--- src/rtl/exc_entry_pkg.sv ---
package exc_entry_pkg;
   localparam int FAULT_W = 5;
   localparam int CODE_W  = 5;

   typedef enum logic [FAULT_W-1:0] {
      FT_INT          = 5'd0,
      FT_TLB_MOD      = 5'd1,
      FT_TLB_REFILL   = 5'd2,
      FT_TLB_INVALID  = 5'd3,
      FT_ADDR_ERR     = 5'd4,
      FT_SYSCALL      = 5'd5,
      FT_BREAK        = 5'd6,
      FT_RSVD_INSN    = 5'd7,
      FT_COP_UNUSABLE = 5'd8,
      FT_OVERFLOW     = 5'd9,
      FT_TRAP         = 5'd10,
      FT_MCHECK       = 5'd11,
      FT_THREAD       = 5'd12,
      FT_DSP_OFF      = 5'd13,
      FT_RESET        = 5'd14,
      FT_SOFT_RESET   = 5'd15,
      FT_NMI          = 5'd16
   } fault_e;

   // status bit positions
   localparam int ST_EXL = 1;
   localparam int ST_BEV = 22;
   localparam int ST_CU1 = 29;
   // cause bit positions
   localparam int CA_BD     = 31;
   localparam int CA_CE_LO  = 28;
   localparam int CA_EXC_LO = 2;
   // shadow-set control field positions
   localparam int SRS_CUR_LO  = 0;
   localparam int SRS_PREV_LO = 6;
   localparam int SRS_EXC_LO  = 12;
endpackage

--- src/rtl/exc_code_map.sv ---
module exc_code_map
   import exc_entry_pkg::*;
(
   input  logic [FAULT_W-1:0] fault_i,
   output logic [CODE_W-1:0]  code_o,
   output logic               low_off_o,
   output logic               is_reset_o
);
   always_comb begin
      code_o     = '0;
      low_off_o  = 1'b0;
      is_reset_o = 1'b0;
      case (fault_i)
         FT_INT:          begin code_o = 5'd0; low_off_o = 1'b1; end
         FT_TLB_MOD:      code_o = 5'd1;
         FT_SYSCALL:      code_o = 5'd8;
         FT_BREAK:        code_o = 5'd9;
         FT_RSVD_INSN:    code_o = 5'd10;
         FT_COP_UNUSABLE: code_o = 5'd11;
         FT_OVERFLOW:     code_o = 5'd12;
         FT_TRAP:         code_o = 5'd13;
         FT_MCHECK:       code_o = 5'd24;
         FT_RESET:        begin low_off_o = 1'b1; is_reset_o = 1'b1; end
         FT_SOFT_RESET:   low_off_o = 1'b1;
         FT_NMI:          low_off_o = 1'b1;
         default:         code_o = '0;
      endcase
   end
endmodule

--- src/rtl/exc_state_calc.sv ---
module exc_state_calc
   import exc_entry_pkg::*;
#(
   parameter int          XLEN          = 32,
   parameter int          INSN_BYTES    = 4,
   parameter int          SRS_W         = 4,
   parameter bit          HAS_DELAY_SLOT = 1'b1,
   parameter logic [31:0] VEC_NORMAL    = 32'h8000_0000,
   parameter logic [31:0] VEC_BOOT      = 32'hBFC0_0200,
   parameter logic [31:0] RESET_VEC     = 32'hBFC0_0000,
   parameter logic [31:0] GEN_OFFSET    = 32'h0000_0180
) (
   input  logic [XLEN-1:0]   pc_i,
   input  logic [XLEN-1:0]   npc_i,
   input  logic [XLEN-1:0]   status_i,
   input  logic [XLEN-1:0]   cause_i,
   input  logic [XLEN-1:0]   srs_i,
   input  logic [CODE_W-1:0] code_i,
   input  logic              low_off_i,
   input  logic              is_reset_i,
   output logic [XLEN-1:0]   status_o,
   output logic [XLEN-1:0]   cause_o,
   output logic [XLEN-1:0]   srs_o,
   output logic [XLEN-1:0]   epc_o,
   output logic [XLEN-1:0]   target_o,
   output logic              epc_we_o
);
   localparam logic [XLEN-1:0] STEP = XLEN'(INSN_BYTES);
   localparam logic [XLEN-1:0] OFF  = XLEN'(GEN_OFFSET);

   logic in_slot;
   logic srs_rotate;
   logic [XLEN-1:0] base;

   generate
      if (HAS_DELAY_SLOT) begin : g_slot
         assign in_slot = (npc_i != pc_i + STEP);
      end else begin : g_noslot
         assign in_slot = 1'b0;
      end
   endgenerate

   assign srs_rotate = !status_i[ST_EXL] && !status_i[ST_BEV];
   assign base       = status_i[ST_BEV] ? XLEN'(VEC_BOOT) : XLEN'(VEC_NORMAL);

   always_comb begin
      status_o = status_i;
      cause_o  = cause_i;
      srs_o    = srs_i;
      epc_o    = in_slot ? (pc_i - STEP) : pc_i;
      target_o = base + (low_off_i ? '0 : OFF);
      epc_we_o = 1'b1;
      if (is_reset_i) begin
         status_o[ST_CU1] = 1'b1;
         target_o         = XLEN'(RESET_VEC);
         epc_we_o         = 1'b0;
      end else begin
         status_o[ST_EXL]                     = 1'b1;
         cause_o[CA_BD]                       = in_slot;
         cause_o[CA_CE_LO +: 2]               = 2'b00;
         cause_o[CA_EXC_LO +: CODE_W]         = code_i;
         if (srs_rotate) begin
            srs_o[SRS_PREV_LO +: SRS_W] = srs_i[SRS_CUR_LO +: SRS_W];
            srs_o[SRS_CUR_LO +: SRS_W]  = srs_i[SRS_EXC_LO +: SRS_W];
         end
      end
   end
endmodule

--- src/rtl/exc_entry_unit.sv ---
module exc_entry_unit
   import exc_entry_pkg::*;
#(
   parameter int          XLEN           = 32,
   parameter int          INSN_BYTES     = 4,
   parameter int          SRS_W          = 4,
   parameter bit          HAS_DELAY_SLOT = 1'b1,
   parameter logic [31:0] VEC_NORMAL     = 32'h8000_0000,
   parameter logic [31:0] VEC_BOOT       = 32'hBFC0_0200,
   parameter logic [31:0] RESET_VEC      = 32'hBFC0_0000
) (
   input  logic               clk,
   input  logic               rst_n,
   input  logic               req_valid,
   input  logic [FAULT_W-1:0] req_fault,
   input  logic [XLEN-1:0]    cur_pc,
   input  logic [XLEN-1:0]    next_pc,
   input  logic [XLEN-1:0]    status_in,
   input  logic [XLEN-1:0]    cause_in,
   input  logic [XLEN-1:0]    srsctl_in,
   output logic               commit_valid,
   output logic [XLEN-1:0]    status_out,
   output logic [XLEN-1:0]    cause_out,
   output logic [XLEN-1:0]    srsctl_out,
   output logic [XLEN-1:0]    epc_out,
   output logic               epc_we,
   output logic [XLEN-1:0]    redirect_pc
);
   localparam logic [XLEN-1:0] STEP = XLEN'(INSN_BYTES);

   generate
      if (XLEN < 32) begin : g_bad_xlen
         $error("exc_entry_unit: XLEN must be at least 32");
      end
      if (SRS_W < 1 || SRS_PREV_LO + SRS_W > SRS_EXC_LO || SRS_CUR_LO + SRS_W > SRS_PREV_LO) begin : g_bad_srs
         $error("exc_entry_unit: SRS_W does not fit the field layout");
      end
      if (INSN_BYTES < 1) begin : g_bad_insn
         $error("exc_entry_unit: INSN_BYTES must be positive");
      end
   endgenerate

   logic [CODE_W-1:0] code;
   logic              low_off, is_reset;
   logic [XLEN-1:0]   status_n, cause_n, srs_n, epc_n, target_n;
   logic              epc_we_n;
   logic              accept;

   exc_code_map u_map (
      .fault_i    (req_fault),
      .code_o     (code),
      .low_off_o  (low_off),
      .is_reset_o (is_reset)
   );

   exc_state_calc #(
      .XLEN           (XLEN),
      .INSN_BYTES     (INSN_BYTES),
      .SRS_W          (SRS_W),
      .HAS_DELAY_SLOT (HAS_DELAY_SLOT),
      .VEC_NORMAL     (VEC_NORMAL),
      .VEC_BOOT       (VEC_BOOT),
      .RESET_VEC      (RESET_VEC)
   ) u_calc (
      .pc_i       (cur_pc),
      .npc_i      (next_pc),
      .status_i   (status_in),
      .cause_i    (cause_in),
      .srs_i      (srsctl_in),
      .code_i     (code),
      .low_off_i  (low_off),
      .is_reset_i (is_reset),
      .status_o   (status_n),
      .cause_o    (cause_n),
      .srs_o      (srs_n),
      .epc_o      (epc_n),
      .target_o   (target_n),
      .epc_we_o   (epc_we_n)
   );

   assign accept = req_valid && !commit_valid;

   always_ff @(posedge clk) begin
      if (!rst_n) begin
         commit_valid <= 1'b0;
         status_out   <= '0;
         cause_out    <= '0;
         srsctl_out   <= '0;
         epc_out      <= '0;
         epc_we       <= 1'b0;
         redirect_pc  <= '0;
      end else begin
         commit_valid <= accept;
         if (accept) begin
            status_out  <= status_n;
            cause_out   <= cause_n;
            srsctl_out  <= srs_n;
            epc_out     <= epc_n;
            epc_we      <= epc_we_n;
            redirect_pc <= target_n;
         end
      end
   end


   commit_one_cycle_chk: assert property (@(posedge clk) disable iff (!rst_n)
      (req_valid && !commit_valid) |=> commit_valid);

   busy_ignore_chk: assert property (@(posedge clk) disable iff (!rst_n)
      commit_valid |=> !commit_valid);

   exl_set_chk: assert property (@(posedge clk) disable iff (!rst_n)
      (commit_valid && epc_we) |-> status_out[ST_EXL]);

   epc_backup_chk: assert property (@(posedge clk) disable iff (!rst_n)
      (commit_valid && epc_we) |->
         epc_out == ($past(cur_pc) - (cause_out[CA_BD] ? STEP : '0)));

   ce_clear_chk: assert property (@(posedge clk) disable iff (!rst_n)
      (commit_valid && epc_we) |-> cause_out[CA_CE_LO +: 2] == 2'b00);

   reset_target_chk: assert property (@(posedge clk) disable iff (!rst_n)
      (commit_valid && !epc_we) |-> (redirect_pc == XLEN'(RESET_VEC) && status_out[ST_CU1]));
endmodule

--- config.mk ---
export PLATFORM = sky130hd
export DESIGN_NAME = exc_entry_unit
export DESIGN_NICKNAME = d
export VERILOG_FILES = /design/src/rtl/exc_entry_pkg.sv /design/src/rtl/exc_code_map.sv /design/src/rtl/exc_state_calc.sv /design/src/rtl/exc_entry_unit.sv
export SDC_FILE = /design/constraint.sdc
export NUM_CORES = 1
export LEC_CHECK = 0
export ABC_AREA = 0
export BUFFER_PORTS_ARGS = -buffer_cell sky130_fd_sc_hd__buf_2
export CAP_MARGIN = 5
export CORE_ASPECT_RATIO = 1.1
export CORE_MARGIN = 8
export CORE_UTILIZATION = 40
export DETAILED_ROUTE_END_ITERATION = 8
export PLACE_DENSITY = 0.65
export RECOVER_POWER = 100
export SLEW_MARGIN = 20
export SYNTH_ARGS = -nofsm -noshare
export SYNTH_HDL_FRONTEND = slang
export SYNTH_HIERARCHICAL = 1
export SYNTH_SLANG_ARGS = --single-unit
--- constraint.sdc ---
create_clock -name clk -period 2.51 [get_ports clk]
set_input_delay 0.251 -clock clk [delete_from_list [all_inputs] [get_ports clk]]
set_output_delay 0.251 -clock clk [all_outputs]
set_load 0.02 [all_outputs]
==> reports/metrics.csv <==
metric;value;unit
outcome;finished, final reports clean;
drt_iter0_drc;424;
grtUsageTotal;17.5;%
crit_fanout;18;
area_delta_synth_final;20.8;%
placed_cells;1671;
stdcell_count;1703;
rr_startpoint;commit_valid$_SDFF_PN0_;
cts.sinks;162;
p_leak;0.00502;uW
synthArstFlopShare;0;%
clkTransAtPathRegs;0.08;ns
drive_gt1_share;23.0;%
p_switching;2110;uW
hold_start;status_in[14];
diodes;0;
power_frac_seq;41.6;%
synth.distinct_cells;65;
wire_per_inst;15.6;um
drc;0;
synth-seq-area-share;34.1;%
syn_avg_cell_area;8.51;um2
synth_area;0.00952;mm2
clockRootBuffer;clkbuf_16;
drv_slew;0;
cts.path.max_buffers;2;
postSynthCellCount;1119;
min_period_over_period;94.5;%
final_nets;1555;
numCtsBuffers;17;
grt-ovfl-total;0;
period_needed;2.37;ns
synth.largest_area_cell;dfxtp_1;
die_x;163;um
grt_pass1_vias;8072;
rr_worst_depth;3;
viasPerCell;4.73;
slew_headroom;49.6;%
switching_share;30.9;%
postCtsSetupRepairBufs;0;
p_int;4700;uW
ys_warn_count;6;
holdPathEnd;status_out[14]$_SDFFE_PN0P_;
synth_edf_count;0;
arrival;2.72;ns
drtPass1Iterations;5;
synth_top_area_share;34.1;%
place.gp.congestion;0.882;
hold_class;input pin to flip-flop;
initial_core_util;40.4;%
grt_pass1_wl;41200;um
comb_power_share;19.7;%
htreeDepth;4;
core;0.0235;mm2
hpwl;20800;um
io_buffer_count;329;
dieArea;0.0290;mm2
rsz0062_at_grt;yes;
ioPinCount;330;
skew;0.00901;ns
reg2reg_slack;0.66;ns
r2r_end;status_out[10]$_SDFFE_PN0P_;
setup_violations;0;
max_freq;0.422;GHz
maxCapViolCount;0;
antenna_found_initial;0;
yosys_register_bits;162;
path_class;input pin to flip-flop;
drt-total-wl;26500;um
cts_tree;done;
dieHeight;178;um
clkPwrFrac;38.8;%
worstMarginPinSlew;0.755;ns
peakVddDrop;342;uV
clock_latency;0.42;ns
hold_depth;3;
yosys-top-cells-area;dfxtp_1 34%, mux2i_1 17%, nand2_1 14%;
finalHoldViolations;0;
endpoint_kind;flip-flop;
worst_setup_path_start_kind;input pin;
ys.flop_type;dfxtp_1;
antenna_left;0;
rows;59;
grt_start_max_net_pins;98;
power_density;592;mW/mm2
vias;8056;
fin_tns_setup;0;ns
worst_ep_required_time;2.85;ns
## stage by stage
stage                     area, um2  hold slack (ns)  total power (uW)  util [%]  setup WS, ns
final                         11500           0.0717              6810      48.8         0.138
after global routing          11500           0.0494              7130      48.8       -0.0174
after CTS                     11700           0.0491              6950      49.6        0.0993
after detailed placement      11100            0.444              4280      47.1        -0.350
after global placement        11100            0.439              4260      47.1        -0.290
after floorplan                9640            0.448              3870         -       -0.0178
## placed cells by master (no fill, tap or decap), types with 6 or more instances in the layout
| master | n |
|---|---|
| buf_2 | 165 |
| xor2_1 | 23 |
| a21oi_1 | 6 |
| dfxtp_1 | 162 |
| nor2_1 | 21 |
| inv_1 | 6 |
| clkbuf_16 | 17 |
| mux2i_1 | 166 |
| xnor2_1 | 50 |
| buf_4 | 73 |
| clkbuf_1 | 171 |
| nand3b_1 | 6 |
| mux2_2 | 14 |
| nand4b_1 | 6 |
| conb_1 | 21 |
| nand4_1 | 8 |
| nand3_1 | 21 |
| nor3_1 | 12 |
| buf_12 | 8 |
| nor2b_1 | 6 |
| nand2_1 | 343 |
| nand2b_1 | 6 |
## cell usage after synthesis (12+ instances only)
cell type and number:
dfxtp_1 162, clkbuf_1 13, xnor2_1 51, nand2_1 343, nor2_1 21, mux2i_1 166
xor2_1 23, mux2_2 14, buf_6 12, buf_4 126, nand3_1 21, nor3_1 13
buf_2 38
## how the worst max path moves through the flow
stage	from	end	slack (ns)	cells past startpoint
after global routing	cur_pc[2]	epc_out[27]$_SDFFE_PN0P_	-0.02	14
final	cur_pc[2]	epc_out[27]$_SDFFE_PN0P_	0.14	14
after detailed placement	cur_pc[2]	epc_out[11]$_SDFFE_PN0P_	-0.35	14
after global placement	cur_pc[2]	epc_out[11]$_SDFFE_PN0P_	-0.29	14
after CTS	cur_pc[2]	epc_out[11]$_SDFFE_PN0P_	0.1	14
after floorplan	cur_pc[9]	cause_out[31]$_SDFFE_PN0P_	-0.02	12
## power groups by stage
stage | combinational [uW] | clock [uW] | sequential (uW)
global placement | 1390 | 0 | 2880
finish | 1340 | 2640 | 2830
floorplan | 782 | 0 | 3090
detailed placement | 1400 | 0 | 2880
CTS | 1410 | 2720 | 2820
global route | 1460 | 2830 | 2850
## sequential cells by signal (all words and copies together) (netlist names)
register / flops
epc_out: 32
redirect_pc: 32
epc_we: 1
commit_valid: 1
cause_out: 32
status_out: 32
srsctl_out: 32
## critical path: stages
cell       delay [ns]
buf_2            0.13
ha_1             0.22
nand4_4          0.14
buf_4            0.18
o41a_1           0.40
a211o_1          0.27
o211ai_1         0.11
a2111oi_2        0.11
nand4_2          0.14
buf_6            0.19
and4b_1          0.22
xor2_1           0.15
nand2_1          0.06
mux2i_1          0.12
## metal layers
metal	up-vias	track usage (%)	routed length [um]
met2	296	30.7	12800
met3	25	5.08	2080
met1	3647	20.1	11200
met5	-	0	0
met4	0	5.36	435
li1	4088	-	-
## cell type report
class | count | area, um2
multi-input cells | 779 | 5040
inverters | 6 | 22.5
well taps | 305 | 382
flip-flops and latches | 162 | 3240
fillers | 2396 | 12100
clock buffers | 18 | 429
clock inverters | 14 | 166
repair buffers | 419 | 2210
## repair_timing
action,4_1_cts,5_1_grt
setup endpoints to repair,0,13
hold endpoints to repair,0,0
hold buffers,0,0
resized for setup,0,7
## cell families after synthesis
| family | synth area share [%] |
|---|---|
| adder cells (fa/ha/maj) | 0.263 |
| buffers and inverters | 14.2 |
| AND/OR/NAND/NOR | 23.2 |
| XOR/XNOR | 6.81 |
| other | 0.0789 |
| flip-flops | 34.1 |
| multiplexers | 19.3 |
| AO/OA/AOI/OAI | 2.12 |
No activity file was read; power rests on OpenSTA's default activity.
